===== config.mk =====
export PLATFORM = sky130hd
export DESIGN_NAME = gf_engine
export DESIGN_NICKNAME = d
export VERILOG_FILES = /design/src/rtl/gf_pkg.sv /design/src/rtl/gf_ctrl.sv /design/src/rtl/gf_datapath.sv /design/src/rtl/gf_engine.sv
export SDC_FILE = /design/constraint.sdc
export NUM_CORES = 1
export LEC_CHECK = 0
export BUFFER_PORTS_ARGS = -buffer_cell sky130_fd_sc_hd__buf_2
export CORE_MARGIN = 2
export CORE_UTILIZATION = 55
export DETAILED_ROUTE_END_ITERATION = 16
export GPL_ROUTABILITY_DRIVEN = 0
export PLACE_DENSITY = 0.79
export SLEW_MARGIN = 15
export SYNTH_ARGS = -nofsm -noshare
export SYNTH_HDL_FRONTEND = slang
export SYNTH_HIERARCHICAL = 1
export SYNTH_SLANG_ARGS = --single-unit

===== constraint.sdc =====
create_clock -name clk -period 6.65 [get_ports clk]
set_input_delay 0.3325 -clock clk [delete_from_list [all_inputs] [get_ports clk]]
set_output_delay 0.3325 -clock clk [all_outputs]
set_load 0.02 [all_outputs]

===== src/rtl/gf_pkg.sv =====
package gf_pkg;

  // Control word, bit 0 is crcEn
  typedef struct packed {
    logic srcSel;
    logic entEn;
    logic prngEn;
    logic msbFirst;
    logic crcEn;
  } gfCtrl_t;

  // Strobes from control to datapath
  typedef struct packed {
    logic absorb;
    logic prngByte;
    logic mixBit;
    logic rawBit;
    logic loadState;
    logic msbFirst;
  } gfStrobes_t;

endpackage


===== src/rtl/gf_ctrl.sv =====
module gf_ctrl
  import gf_pkg::*;
#(
  parameter int BYTE_W = 8
) (
  input  logic              clk,
  input  logic              rst_n,
  input  logic              ctrlWrEn,
  input  gfCtrl_t           ctrlWrData,
  input  logic              stateWrEn,
  input  logic              inSideValid,
  input  logic [BYTE_W-1:0] inSideData,
  input  logic              outSideValid,
  input  logic [BYTE_W-1:0] outSideData,
  output logic              inSideReady,
  output logic              outSideReady,
  output gfCtrl_t           ctrlQ,
  output gfStrobes_t        stb,
  output logic [BYTE_W-1:0] absorbByte
);

  logic takeIn;
  logic takeOut;

  always_ff @(posedge clk) begin
    if (!rst_n) begin
      ctrlQ <= '0;
    end else if (ctrlWrEn) begin
      ctrlQ       <= ctrlWrData;
      // CRC may not be enabled together with the generator
      ctrlQ.crcEn <= ctrlWrData.crcEn & ~ctrlWrData.prngEn;
    end
  end

  assign inSideReady  = ctrlQ.crcEn & ~ctrlQ.srcSel;
  assign outSideReady = ctrlQ.crcEn &  ctrlQ.srcSel;
  assign takeIn       = inSideReady  & inSideValid;
  assign takeOut      = outSideReady & outSideValid;
  assign absorbByte   = ctrlQ.srcSel ? outSideData : inSideData;

  always_comb begin
    stb           = '0;
    stb.absorb    = takeIn | takeOut;
    stb.prngByte  = ctrlQ.prngEn & ~ctrlQ.entEn;
    stb.mixBit    = ctrlQ.prngEn &  ctrlQ.entEn;
    stb.rawBit    = ~ctrlQ.prngEn & ctrlQ.entEn;
    stb.loadState = stateWrEn & ~(takeIn | takeOut) & ~ctrlQ.prngEn;
    stb.msbFirst  = ctrlQ.msbFirst;
  end

endmodule


===== src/rtl/gf_datapath.sv =====
module gf_datapath
  import gf_pkg::*;
#(
  parameter int WIDTH  = 32,
  parameter int BYTE_W = 8
) (
  input  logic              clk,
  input  logic              rst_n,
  input  gfStrobes_t        stb,
  input  logic [BYTE_W-1:0] absorbByte,
  input  logic              polyWrEn,
  input  logic [WIDTH-1:0]  polyWrData,
  input  logic [WIDTH-1:0]  stateWrData,
  input  logic              entropyIn,
  output logic [WIDTH-1:0]  polyRdData,
  output logic [WIDTH-1:0]  stateRdData,
  output logic              rndValid,
  output logic              rndWide,
  output logic [BYTE_W-1:0] rndData
);

  localparam int IDX_W = (BYTE_W > 1) ? $clog2(BYTE_W) : 1;

  function automatic logic [WIDTH-1:0] revBits(input logic [WIDTH-1:0] v);
    logic [WIDTH-1:0] r;
    for (int k = 0; k < WIDTH; k++) r[k] = v[WIDTH-1-k];
    return r;
  endfunction

  // Registers are held in reflected (shift-right) form internally
  logic [WIDTH-1:0]  polyInt;
  logic [WIDTH-1:0]  stateInt;
  logic [WIDTH-1:0]  sWork;
  logic [WIDTH-1:0]  byteNext;
  logic [BYTE_W-1:0] byteBits;
  logic [IDX_W-1:0]  pos;
  logic              fbWork;
  logic              fbOne;
  logic [WIDTH-1:0]  oneNext;

  // Eight unrolled Galois steps; data is zero in generator mode
  always_comb begin
    sWork    = stateInt;
    byteBits = '0;
    pos      = '0;
    fbWork   = 1'b0;
    for (int i = 0; i < BYTE_W; i++) begin
      pos           = stb.msbFirst ? IDX_W'(BYTE_W - 1 - i) : IDX_W'(i);
      fbWork        = sWork[0] ^ (stb.absorb & absorbByte[pos]);
      sWork         = (sWork >> 1) ^ ({WIDTH{fbWork}} & polyInt);
      byteBits[pos] = fbWork;
    end
    byteNext = sWork;
  end

  // Single step with entropy folded into the feedback
  assign fbOne   = stateInt[0] ^ entropyIn;
  assign oneNext = (stateInt >> 1) ^ ({WIDTH{fbOne}} & polyInt);

  assign polyRdData  = stb.msbFirst ? revBits(polyInt)  : polyInt;
  assign stateRdData = stb.msbFirst ? revBits(stateInt) : stateInt;

  always_ff @(posedge clk) begin
    if (!rst_n) begin
      polyInt <= '0;
    end else if (polyWrEn) begin
      polyInt <= stb.msbFirst ? revBits(polyWrData) : polyWrData;
    end
  end

  always_ff @(posedge clk) begin
    if (!rst_n) begin
      stateInt <= '0;
    end else if (stb.absorb || stb.prngByte) begin
      stateInt <= byteNext;
    end else if (stb.mixBit) begin
      stateInt <= oneNext;
    end else if (stb.loadState) begin
      stateInt <= stb.msbFirst ? revBits(stateWrData) : stateWrData;
    end
  end

  always_ff @(posedge clk) begin
    if (!rst_n) begin
      rndValid <= 1'b0;
      rndWide  <= 1'b0;
      rndData  <= '0;
    end else begin
      rndValid <= stb.prngByte | stb.mixBit | stb.rawBit;
      rndWide  <= stb.prngByte;
      if (stb.prngByte) begin
        rndData <= byteBits;
      end else begin
        rndData <= {{(BYTE_W-1){1'b0}}, (stb.mixBit ? fbOne : entropyIn)};
      end
    end
  end

endmodule


===== src/rtl/gf_engine.sv =====
module gf_engine
  import gf_pkg::*;
#(
  parameter int WIDTH  = 32,
  parameter int BYTE_W = 8
) (
  input  logic              clk,
  input  logic              rst_n,
  input  logic              polyWrEn,
  input  logic [WIDTH-1:0]  polyWrData,
  output logic [WIDTH-1:0]  polyRdData,
  input  logic              stateWrEn,
  input  logic [WIDTH-1:0]  stateWrData,
  output logic [WIDTH-1:0]  stateRdData,
  input  logic              ctrlWrEn,
  input  logic [4:0]        ctrlWrData,
  output logic [4:0]        ctrlRdData,
  input  logic              inSideValid,
  input  logic [BYTE_W-1:0] inSideData,
  output logic              inSideReady,
  input  logic              outSideValid,
  input  logic [BYTE_W-1:0] outSideData,
  output logic              outSideReady,
  input  logic              entropyIn,
  output logic              rndValid,
  output logic              rndWide,
  output logic [BYTE_W-1:0] rndData
);

  gfCtrl_t           ctrlQ;
  gfStrobes_t        stb;
  logic [BYTE_W-1:0] absorbByte;

  gf_ctrl #(.BYTE_W(BYTE_W)) ctrl_i (
    .clk          (clk),
    .rst_n        (rst_n),
    .ctrlWrEn     (ctrlWrEn),
    .ctrlWrData   (gfCtrl_t'(ctrlWrData)),
    .stateWrEn    (stateWrEn),
    .inSideValid  (inSideValid),
    .inSideData   (inSideData),
    .outSideValid (outSideValid),
    .outSideData  (outSideData),
    .inSideReady  (inSideReady),
    .outSideReady (outSideReady),
    .ctrlQ        (ctrlQ),
    .stb          (stb),
    .absorbByte   (absorbByte)
  );

  gf_datapath #(.WIDTH(WIDTH), .BYTE_W(BYTE_W)) dp_i (
    .clk         (clk),
    .rst_n       (rst_n),
    .stb         (stb),
    .absorbByte  (absorbByte),
    .polyWrEn    (polyWrEn),
    .polyWrData  (polyWrData),
    .stateWrData (stateWrData),
    .entropyIn   (entropyIn),
    .polyRdData  (polyRdData),
    .stateRdData (stateRdData),
    .rndValid    (rndValid),
    .rndWide     (rndWide),
    .rndData     (rndData)
  );

  assign ctrlRdData = ctrlQ;

endmodule


* Word-level counts from Yosys, hierarchy flattened
Cells that the tools add are included.
Word-level totals: output and inout bits 81, register bits after elaboration 79, word-level logic and storage cells 149, bits of input ports 93
Operators by class: muxes and demuxes 57, bitwise logic cells 54, $lt $le $gt $ge 16, reductions and logical operators 11
Operators with widths (count):
- bitwise AND 32 bit | 9
- bitwise XOR 31 x 32 -> 32 bit | 9
- 2-to-1 mux 32 bit | 7
- bitwise mux 8 bit | 7
- less-than comparator 3 x 4 -> 1 bit (second input constant) | 8
- binary-select mux 1 bit (select 3 bit) | 8
- demux 1 bit (select 3 bit) | 8
- greater-or-equal comparator 3 x 1 -> 1 bit (second input constant) | 8
- 2-to-1 mux 3 bit | 8
- bitwise AND 1 bit | 18
- 2-to-1 mux 1 bit | 18
- bitwise XOR 1 bit | 9
- bitwise AND 8 bit | 1
- logical AND 1 bit | 8
- 2-to-1 mux 8 bit | 1
- NOT 1 bit | 5
- bitwise OR 1 bit | 3
- nonzero test 3 bit | 1
- AND reduction 2 bit | 1
- logical OR 1 bit | 1

* Depth between registers and ports, before layout
Gate-level depths: netlist (run 1).
depth after elaboration 30, depth in mapped cells 20, depth with buffers taken out 16

* By module
The synthesis (run 1) kept the hierarchy.
Modules (own cells, without submodules):
- gf_datapath | cells each 1185, sequential area each 1481.4 um^2, times used 1, area an instance 9173.8 um^2
- gf_ctrl | cells each 37, sequential area each 100.1 um^2, times used 1, area an instance 389.1 um^2

* Least setup slack after synthesis (run 1)
Ideal clock, no wire load.
kind register to register, from register ctrl_i/ctrlQ[4] (netlist name), to register dp_i.stateInt[19], path buffers 2, arrival time 4590 ps, library setup time 136 ps, stages on the path, launching flop included 18, data required time 6514 ps, period minus slack after synthesis 4726 ps, setup slack 1924 ps, path through dfxtp_1 -> buf_6 -> mux2_4 -> mux2i_2 -> or3_4 -> nand3_1 -> a211o_1 -> a31o_1 -> and3_1 -> or3_1 -> xor2_2 -> xor2_1 -> o211ai_1 -> and4_4 -> buf_6 -> or3b_1 -> xnor3_1 -> o22ai_1
Between the ends: elaborated cells on any way between the ends 61, classes of those cells 18 x mux; 41 x bitwise; 2 x reduce/logical
RTL lines:
- 2-to-1 mux 8 bit (*) | RTL line gf_ctrl.sv:39 | assign absorbByte = ctrlQ.srcSel ? outSideData : inSideData;
- named net absorbByte[6] | RTL line gf_engine.sv:32 | logic [BYTE_W-1:0] absorbByte;
- binary-select mux 1 bit (select 3 bit) | RTL line gf_datapath.sv:49 | fbWork = sWork[0] ^ (stb.absorb & absorbByte[pos]);
- 2-to-1 mux 1 bit (implied by the code) | RTL line gf_datapath.sv:49
- bitwise AND 1 bit | RTL line gf_datapath.sv:49
- bitwise XOR 1 bit | RTL line gf_datapath.sv:49
- bitwise AND 32 bit | RTL line gf_datapath.sv:50 | sWork = (sWork >> 1) ^ ({WIDTH{fbWork}} & polyInt);
- bitwise XOR 31 x 32 -> 32 bit | RTL line gf_datapath.sv:50
- [... 14 more ...]
- bitwise XOR 31 x 32 -> 32 bit | RTL line gf_datapath.sv:50
- bitwise XOR 1 bit | RTL line gf_datapath.sv:49
- bitwise AND 32 bit | RTL line gf_datapath.sv:50
- bitwise XOR 31 x 32 -> 32 bit | RTL line gf_datapath.sv:50
- bitwise XOR 1 bit | RTL line gf_datapath.sv:49
- bitwise AND 32 bit | RTL line gf_datapath.sv:50
- bitwise XOR 31 x 32 -> 32 bit (*) | RTL line gf_datapath.sv:50
- 2-to-1 mux 32 bit (*) | RTL line gf_datapath.sv:74 | end else if (stb.absorb || stb.prngByte) begin
- end signal, assigned | RTL line gf_datapath.sv:75 | stateInt <= byteNext;
- end signal, assigned | RTL line gf_datapath.sv:77 | stateInt <= oneNext;
- end signal, assigned | RTL line gf_datapath.sv:79 | stateInt <= stb.msbFirst ? revBits(stateWrData) : stateWrData;
- end, declared | RTL line gf_datapath.sv:32 | logic [WIDTH-1:0] stateInt;
Mark *: on every way through the listed nets, which the timed path passes. The rest lies on a longest branch. The select of a mux whose other input is x is not followed. A chain may end at the register's enable or synchronous reset.

==> results of run 1 <==
[synthesized netlist by cell type (all sizes together), types with 3 or more instances]
library cell / count
o21ai: 25
a21oi: 45
nand2: 280
nand3: 6
mux2i: 80
inv: 10
nor2: 59
dfxtp: 79
xnor2: 164
or3b: 22
or3: 13
o211a: 34
and4: 3
o22ai: 30
a21o: 3
clkbuf: 94
buf: 25
o21a: 5
nor2b: 5
a211o: 5
mux2: 69
a211oi: 38
nor3: 8
o211ai: 9
xnor3: 29
xor2: 55
[metal layers]
layer	share of wire (%)	global-route usage [%]	vias to the layer above
met4	1.2	5.84	0
met3	10	4.66	29
met5	0	0	-
li1	-	-	4328
met1	46	43.9	4205
met2	43	41.2	436
[stage by stage]
step	instance area (sq um)	setup slack [ns]	utilization (%)	std cells
final	10700	1.00	62.1	1529
after global routing	10700	0.607	62.1	1529
after CTS	10700	1.10	62.1	1529
after detailed placement	10400	1.13	60.3	1514
after global placement	10400	1.33	60.3	1514
after floorplan	9560	1.92	-	1222
[power by group through the flow]
| stage | logic, mW | clock network (mW) | registers, mW |
|---|---|---|---|
| floorplan | 2.11 | 0 | 0.616 |
| global placement | 2.48 | 0 | 0.711 |
| detailed placement | 2.52 | 0 | 0.713 |
| CTS | 2.53 | 0.536 | 0.703 |
| global route | 2.75 | 0.555 | 0.719 |
| finish | 2.56 | 0.528 | 0.714 |
[cell type report]
cell class | instances | area [sq um] | share of cell area [%]
Clock buffer | 11 | 243 | 2.28
Clock inverter | 4 | 70.1 | 0.657
Inverter | 10 | 37.5 | 0.352
Multi-Input combinational cell | 1014 | 7480 | 70.2
Sequential cell | 79 | 1590 | 14.9
Tap cell | 225 | 282 | 2.64
Timing Repair Buffer | 186 | 963 | 9.03
[state kept, by name, summed over array words and instances (netlist names)]
signal / count
dp_i/polyInt: 32
dp_i/stateInt: 32
dp_i/rndData: 8
ctrl_i/ctrlQ: 5
dp_i/rndValid: 1
dp_i/rndWide: 1
[worst max path at each step]
stage / cells past startpoint / slack, ns / from / end
after global placement: 17 / 1.33 / ctrl_i/ctrlQ[4] / dp_i/stateInt[3]
after CTS: 17 / 1.10 / ctrl_i/ctrlQ[4] / dp_i/stateInt[15]
after detailed placement: 17 / 1.13 / ctrl_i/ctrlQ[4] / dp_i/stateInt[15]
after global routing: 18 / 0.61 / ctrl_i/ctrlQ[4] / dp_i/stateInt[15]
after floorplan: 17 / 1.92 / ctrl_i/ctrlQ[4] / dp_i/stateInt[19]
final: 18 / 1.00 / ctrl_i/ctrlQ[4] / dp_i/stateInt[15]
[critical path: stages, from the launching register on]
cell       delay (ns)
dfxtp_1          0.74
mux2i_1          0.19
nor2_1           0.28
inv_1            0.26
or3_4            0.46
a2111oi_2        0.40
o21ai_1          0.18
and4_1           0.23
o21ai_0          0.36
nand3_1          0.14
o211ai_1         0.20
buf_4            0.38
a211oi_1         0.16
nor3_1           0.37
or2_2            0.43
buf_4            0.29
nand2_1          0.09
xnor3_1          0.23
o22ai_1          0.07
[kinds of logic (layout without fill, tap and decap cells)]
| family | count (synthesis) | count (layout) |
|---|---|---|
| AOI/OAI and AO/OA | 207 | 207 |
| xor gates and xnor gates | 248 | 248 |
| buffers and inverters | 129 | 211 |
| DFF | 79 | 79 |
| muxes | 149 | 149 |
| and+or+nand+nor | 410 | 410 |
==> impl_results.md, run 1 <==
* HPWL Detailed at 19200 um
* Synth Instances at 1222
* DR vias at 8998
* Post-synth top flop: dfxtp_1
* Vias in the first global route at 7734
* Endpoint type of the worst setup path: flop
* Unrepaired setup endpoints after global routing: false
* Power share of the sequential group at 18.8%
* Number of flops mapped to enable cells by yosys at 0
* Int Pwr at 2.11 mW
* Max Cap Viol at 0
* Clk_lat worst skew at 0.34 ns
* Hold path endpoint: ctrl_i/ctrlQ[3]
* Die ar. at 18500 sq um
* Clock-pin transition on the worst setup and hold timing paths at 0.06 ns
* Final Max Slew Viols at 0
* #FFs+latches synth at 79
* Hold Slack at 0.254 ns
* Pwr/cell area at 356 nW/um^2
* VDD IR max at 0.000172 V
* Synth async-reset ratio at 0%
* Synth Net Count at 1315
* Final ANT Viol Nets at 0
* Final net count at 1393
* H-tree depth at 3
* Switching Share at 44.4%
* Num Clock Sinks at 79
* Most frequent cells in the layout: 280 x nand2_1, 173 x buf_2, 162 x xnor2_1
* Xor-xnor portion of the synthesized cell area at 27.0%
* Crit-path max FO at 36
* Fin. Hold Viols at 0
* Main combinational cell family by area after synthesis: XOR/XNOR gates
* Die width at 136 um
* Ranking of synthesized cells by area: dfxtp_1 17%, xnor2_1 15%, nand2_1 11%
* Slew headroom at 18.4%
* Commonest non-fill, non-tap cell in the layout: nand2_1
* Worst Reg2Reg Path Length in Cells at 18
* Worst r2r src: ctrl_i/ctrlQ[4]
* GRT Total Usage at 28.4%
* Pwr Total at 3.80 mW
* Hold Path Cell Cnt at 3
* Clock buffer count from CTS at 9
* Synth Area in Adders at 0%
* R2r setup slk at 1.00 ns
* Logic pwr share at 67.3%
* Post-synth top area cell: dfxtp_1
* Antenna violations before repair at 0
* Clock share of power at 13.9%
* Initial drt markers at 1024
* CP startpoint kind: flop
* Post-CTS sizing at 0
* Mux cell area share after synthesis at 16.9%
* Initial DRT Pass Iterations at 7
* Synthesis-to-layout area growth at 11.5%
* Clk_skew at 0.00826 ns
* First-pass GRT wire length at 42000 um
* NetSw at 1.69 mW
* Grt total ovfl at 0
* Ys Warns at 6
* Syn_area_per_cell at 7.83 sq um
* Status: finished, final reports clean
* DRC viols at 0
* Routed wire per std cell at 17.5 um
* Top cell type's share of synthesized area at 16.5%
* Synthesized cell area at 9560 sq um
* Arr. time, crit path at 5.82 ns
* CTS Buffer Depth at 2
* Max Clk Rate at 0.177 GHz
* Initial core utilization at 55.7%
* DR vias/cell at 5.88
* Floorplan row count at 48
* Root Driver: clkbuf_16
* Synth unique cells at 60
* Share of layout cells above drive strength 1 at 22.4%
* Critical path class: reg2reg
* N_diodes at 0
* Leak at 4.34 nW
* Tmin final at 5.65 ns
* Post-synthesis sequential area ratio at 16.5%
* Actual slew at the worst max-slew pin at 1.22 ns
* Die height at 136 um
* Buffers on Ports at 173
* Post-route clock period utilization at 85.0%
* R2r endpoint: dp_i/stateInt[15]
* Synth Area in Compound Gates at 15.3%
* Fill count at 1550
* Hold crit path type: in2reg
* Synth Area in Simple Gates at 18.8%
* Hold Buf Count CTS at 0
* CP Data Required Time at 6.82 ns
* Largest net degree at the start of global routing at 73
* TritonCTS clock tree: yes
* Core Region at 17200 sq um
* Routed wire length at 26800 um
* TNS Setup at 0 ns
* Post-CTS Setup Bufs at 0
* Worst Min Path Start: ctrlWrData[3]
* Final setup fails at 0
* Ports at 174
Note: power is estimated with default switching activity, not from simulation.
==> run 2, diff against run 1 <==
--- a/config.mk
+++ b/config.mk
@@ -7,10 +7,10 @@
 export LEC_CHECK = 0
 export BUFFER_PORTS_ARGS = -buffer_cell sky130_fd_sc_hd__buf_2
 export CORE_MARGIN = 2
-export CORE_UTILIZATION = 55
+export CORE_UTILIZATION = 53
 export DETAILED_ROUTE_END_ITERATION = 16
 export GPL_ROUTABILITY_DRIVEN = 0
-export PLACE_DENSITY = 0.79
+export PLACE_DENSITY = 0.8
 export SLEW_MARGIN = 15
 export SYNTH_ARGS = -nofsm -noshare
 export SYNTH_HDL_FRONTEND = slang
==> constraint.sdc (replaced) <==
create_clock -name clk -period 4.9 [get_ports clk]
set_input_delay 0.245 -clock clk [delete_from_list [all_inputs] [get_ports clk]]
set_output_delay 0.245 -clock clk [all_outputs]
set_load 0.02 [all_outputs]
==> run 2 against run 1 <==
Compared with the run above: sequential cell count unchanged; sequential share of layout area down 0.35 points; combinational power up 42%; critical path depth unchanged; count of clock-buffer cells in the layout up 2; first-iteration DRC count down 9.0%; die area up 3.7%; non-clock buffer count up 18; clock power up 42%; critical endpoint is now dp_i/stateInt[18].
==> impl_results.md, run 2 (synthesized netlist as in run 1, its figures left out) <==
* Worst Reg2Reg Path Length in Cells at 18
* Antenna violations before repair at 0
* GRT Total Usage at 28.3%
* Pre-CTS setup slack at 0.0400 ns
* Clock-pin transition on the worst setup and hold timing paths at 0.07 ns
* Num Clock Sinks at 79
* Vias in the first global route at 8555
* Max Clk Rate at 0.209 GHz
* Routed wire per std cell at 18.4 um
* Dpl cells at 1536
* Final Max Slew Viols at 0
* Endpoint type of the worst setup path: flop
* Final ANT Viol Nets at 0
* Status: finished, final reports clean
* Hold crit path type: in2reg
* Core Region at 17800 sq um
* Buffers on Ports at 173
* Actual slew at the worst max-slew pin at 1.21 ns
* Initial core utilization at 53.6%
* Slew headroom at 18.9%
* Critical path class: reg2reg
* Pwr/cell area at 487 nW/um^2
* First-pass GRT wire length at 44800 um
* VDD IR max at 0.000250 V
* Grt total ovfl at 0
* Hold Path Cell Cnt at 3
* Leak at 4.47 nW
* Final instance area at 11000 sq um
* Initial drt markers at 932
* DRC viols at 0
* Largest net degree at the start of global routing at 77
* Fin. Hold Viols at 0
* Initial DRT Pass Iterations at 5
* Final setup fails at 0
* Largest registers: dp_i/polyInt: 32 flops, dp_i/stateInt: 32 flops, dp_i/rndData: 8 flops
* Ports at 174
* R2r setup slk at 0.12 ns
* Post-route clock period utilization at 97.5%
* N_diodes at 0
* Final net count at 1412
* Commonest non-fill, non-tap cell in the layout: nand2_1
* TNS Setup at 0 ns
* Floorplan row count at 49
* Most frequent cells in the layout: 280 x nand2_1, 173 x buf_2, 160 x xnor2_1
* DR vias/cell at 5.99
* Share of layout cells above drive strength 1 at 24.5%
* R2r endpoint: dp_i/stateInt[18]
* Tmin final at 4.78 ns
* Arr. time, crit path at 5.03 ns
* CTS Buffer Depth at 2
* Setup ws final at 0.124 ns
* CP startpoint kind: flop
* Root Driver: clkbuf_16
* Final std cells w/o fill at 1553
* Worst Min Path Start: ctrlWrData[3]
* TritonCTS clock tree: yes
* H-tree depth at 3
* Routed wire length at 28500 um
* Fill count at 1527
* Clk_skew at 0.0118 ns
* Hold path endpoint: ctrl_i/ctrlQ[3]
* HPWL Detailed at 19600 um
* Area post-placement at 10500 sq um
* Clk_lat worst skew at 0.35 ns
* Clock buffer count from CTS at 9
* Worst r2r src: ctrl_i/ctrlQ[4]
* Crit-path max FO at 32
* Die ar. at 19100 sq um
* Die height at 138 um
* DR vias at 9310
* Max Cap Viol at 0
* CP Data Required Time at 5.16 ns
* Die width at 138 um
* Synthesis-to-layout area growth at 14.5%
[run 2: cell types whose count changed in the layout (fill, tap and decap cells not counted), moves of 2 or more]
cell / previous run / this run
o21ai_2: 2 / 4
xnor2_2: 2 / 4
xnor2_1: 162 / 160
or3_4: 2 / 4
o21ai_1: 4 / 1
or3_1: 11 / 9
buf_4: 13 / 30
xor2_1: 52 / 50
[run 2: how the worst max path moves through the flow]
stage,depth (start not counted),to,from,slack [ns]
global placement,16,dp_i/stateInt[12],ctrl_i/ctrlQ[4],0.21
floorplan,17,dp_i/stateInt[19],ctrl_i/ctrlQ[4],0.17
global route,17,dp_i/stateInt[22],ctrl_i/ctrlQ[4],-0.06
finish,18,dp_i/stateInt[18],ctrl_i/ctrlQ[4],0.12
detailed placement,16,dp_i/stateInt[14],ctrl_i/ctrlQ[4],0.04
CTS,16,dp_i/stateInt[14],ctrl_i/ctrlQ[4],0.001
[run 2: worst max-delay path, cell delays in order, from the launching register on]
cell and delay, ns:
dfxtp_4 0.38, mux2i_1 0.14, nor2_1 0.18, inv_2 0.11, buf_4 0.18, o21a_1 0.27
a2111oi_4 0.39, o21ai_2 0.14, a31o_1 0.24, and3_1 0.20, or3_1 0.37, xor2_2 0.19
xnor2_2 0.17, o211ai_1 0.43, a31oi_2 0.18, buf_12 0.19, or3b_1 0.38, xnor3_1 0.35
o22ai_1 0.19
[run 2: area by class of cell]
cell class / instances / area, sq um / share of cell area (%)
clock buffers: 13 / 260 / 2.38
clock inverters: 3 / 65.1 / 0.594
inverters: 10 / 37.5 / 0.343
multi-input cells: 1015 / 7600 / 69.4
flip-flops and latches: 79 / 1590 / 14.5
well taps: 229 / 287 / 2.62
repair buffers: 204 / 1110 / 10.1
[run 2: what timing repair did]
| action | CTS | global route |
|---|---|---|
| setup buffers | 0 | 0 |
| endpoints found under the setup margin | 0 | 31 |
| gates resized for setup | 0 | 20 |
| hold buffers | 0 | 0 |
[run 2: per-stage QoR]
step                      util [%]  hold WS (ns)  power [mW]
after floorplan                  -         0.373        3.70
after global placement        58.9         0.504        4.36
after detailed placement      58.9         0.523        4.42
after CTS                     60.7         0.161        5.19
after global routing          61.4         0.181        5.61
final                         61.4         0.166        5.34
[run 2: where the power goes]
group          switching, mW  total (mW)  internal [mW]
Sequential             0.227       0.959          0.733
Combinational           1.87        3.63           1.75
Clock                  0.274       0.748          0.474
[run 2: layer usage]
| layer | part of all wire [%] | track usage (%) | vias to the layer above |
|---|---|---|---|
| met5 | 0 | 0 | - |
| met4 | 2.6 | 11.0 | 0 |
| met3 | 11 | 5.20 | 91 |
| met2 | 43 | 41.8 | 599 |
| met1 | 43 | 40.9 | 4258 |
| li1 | - | - | 4362 |
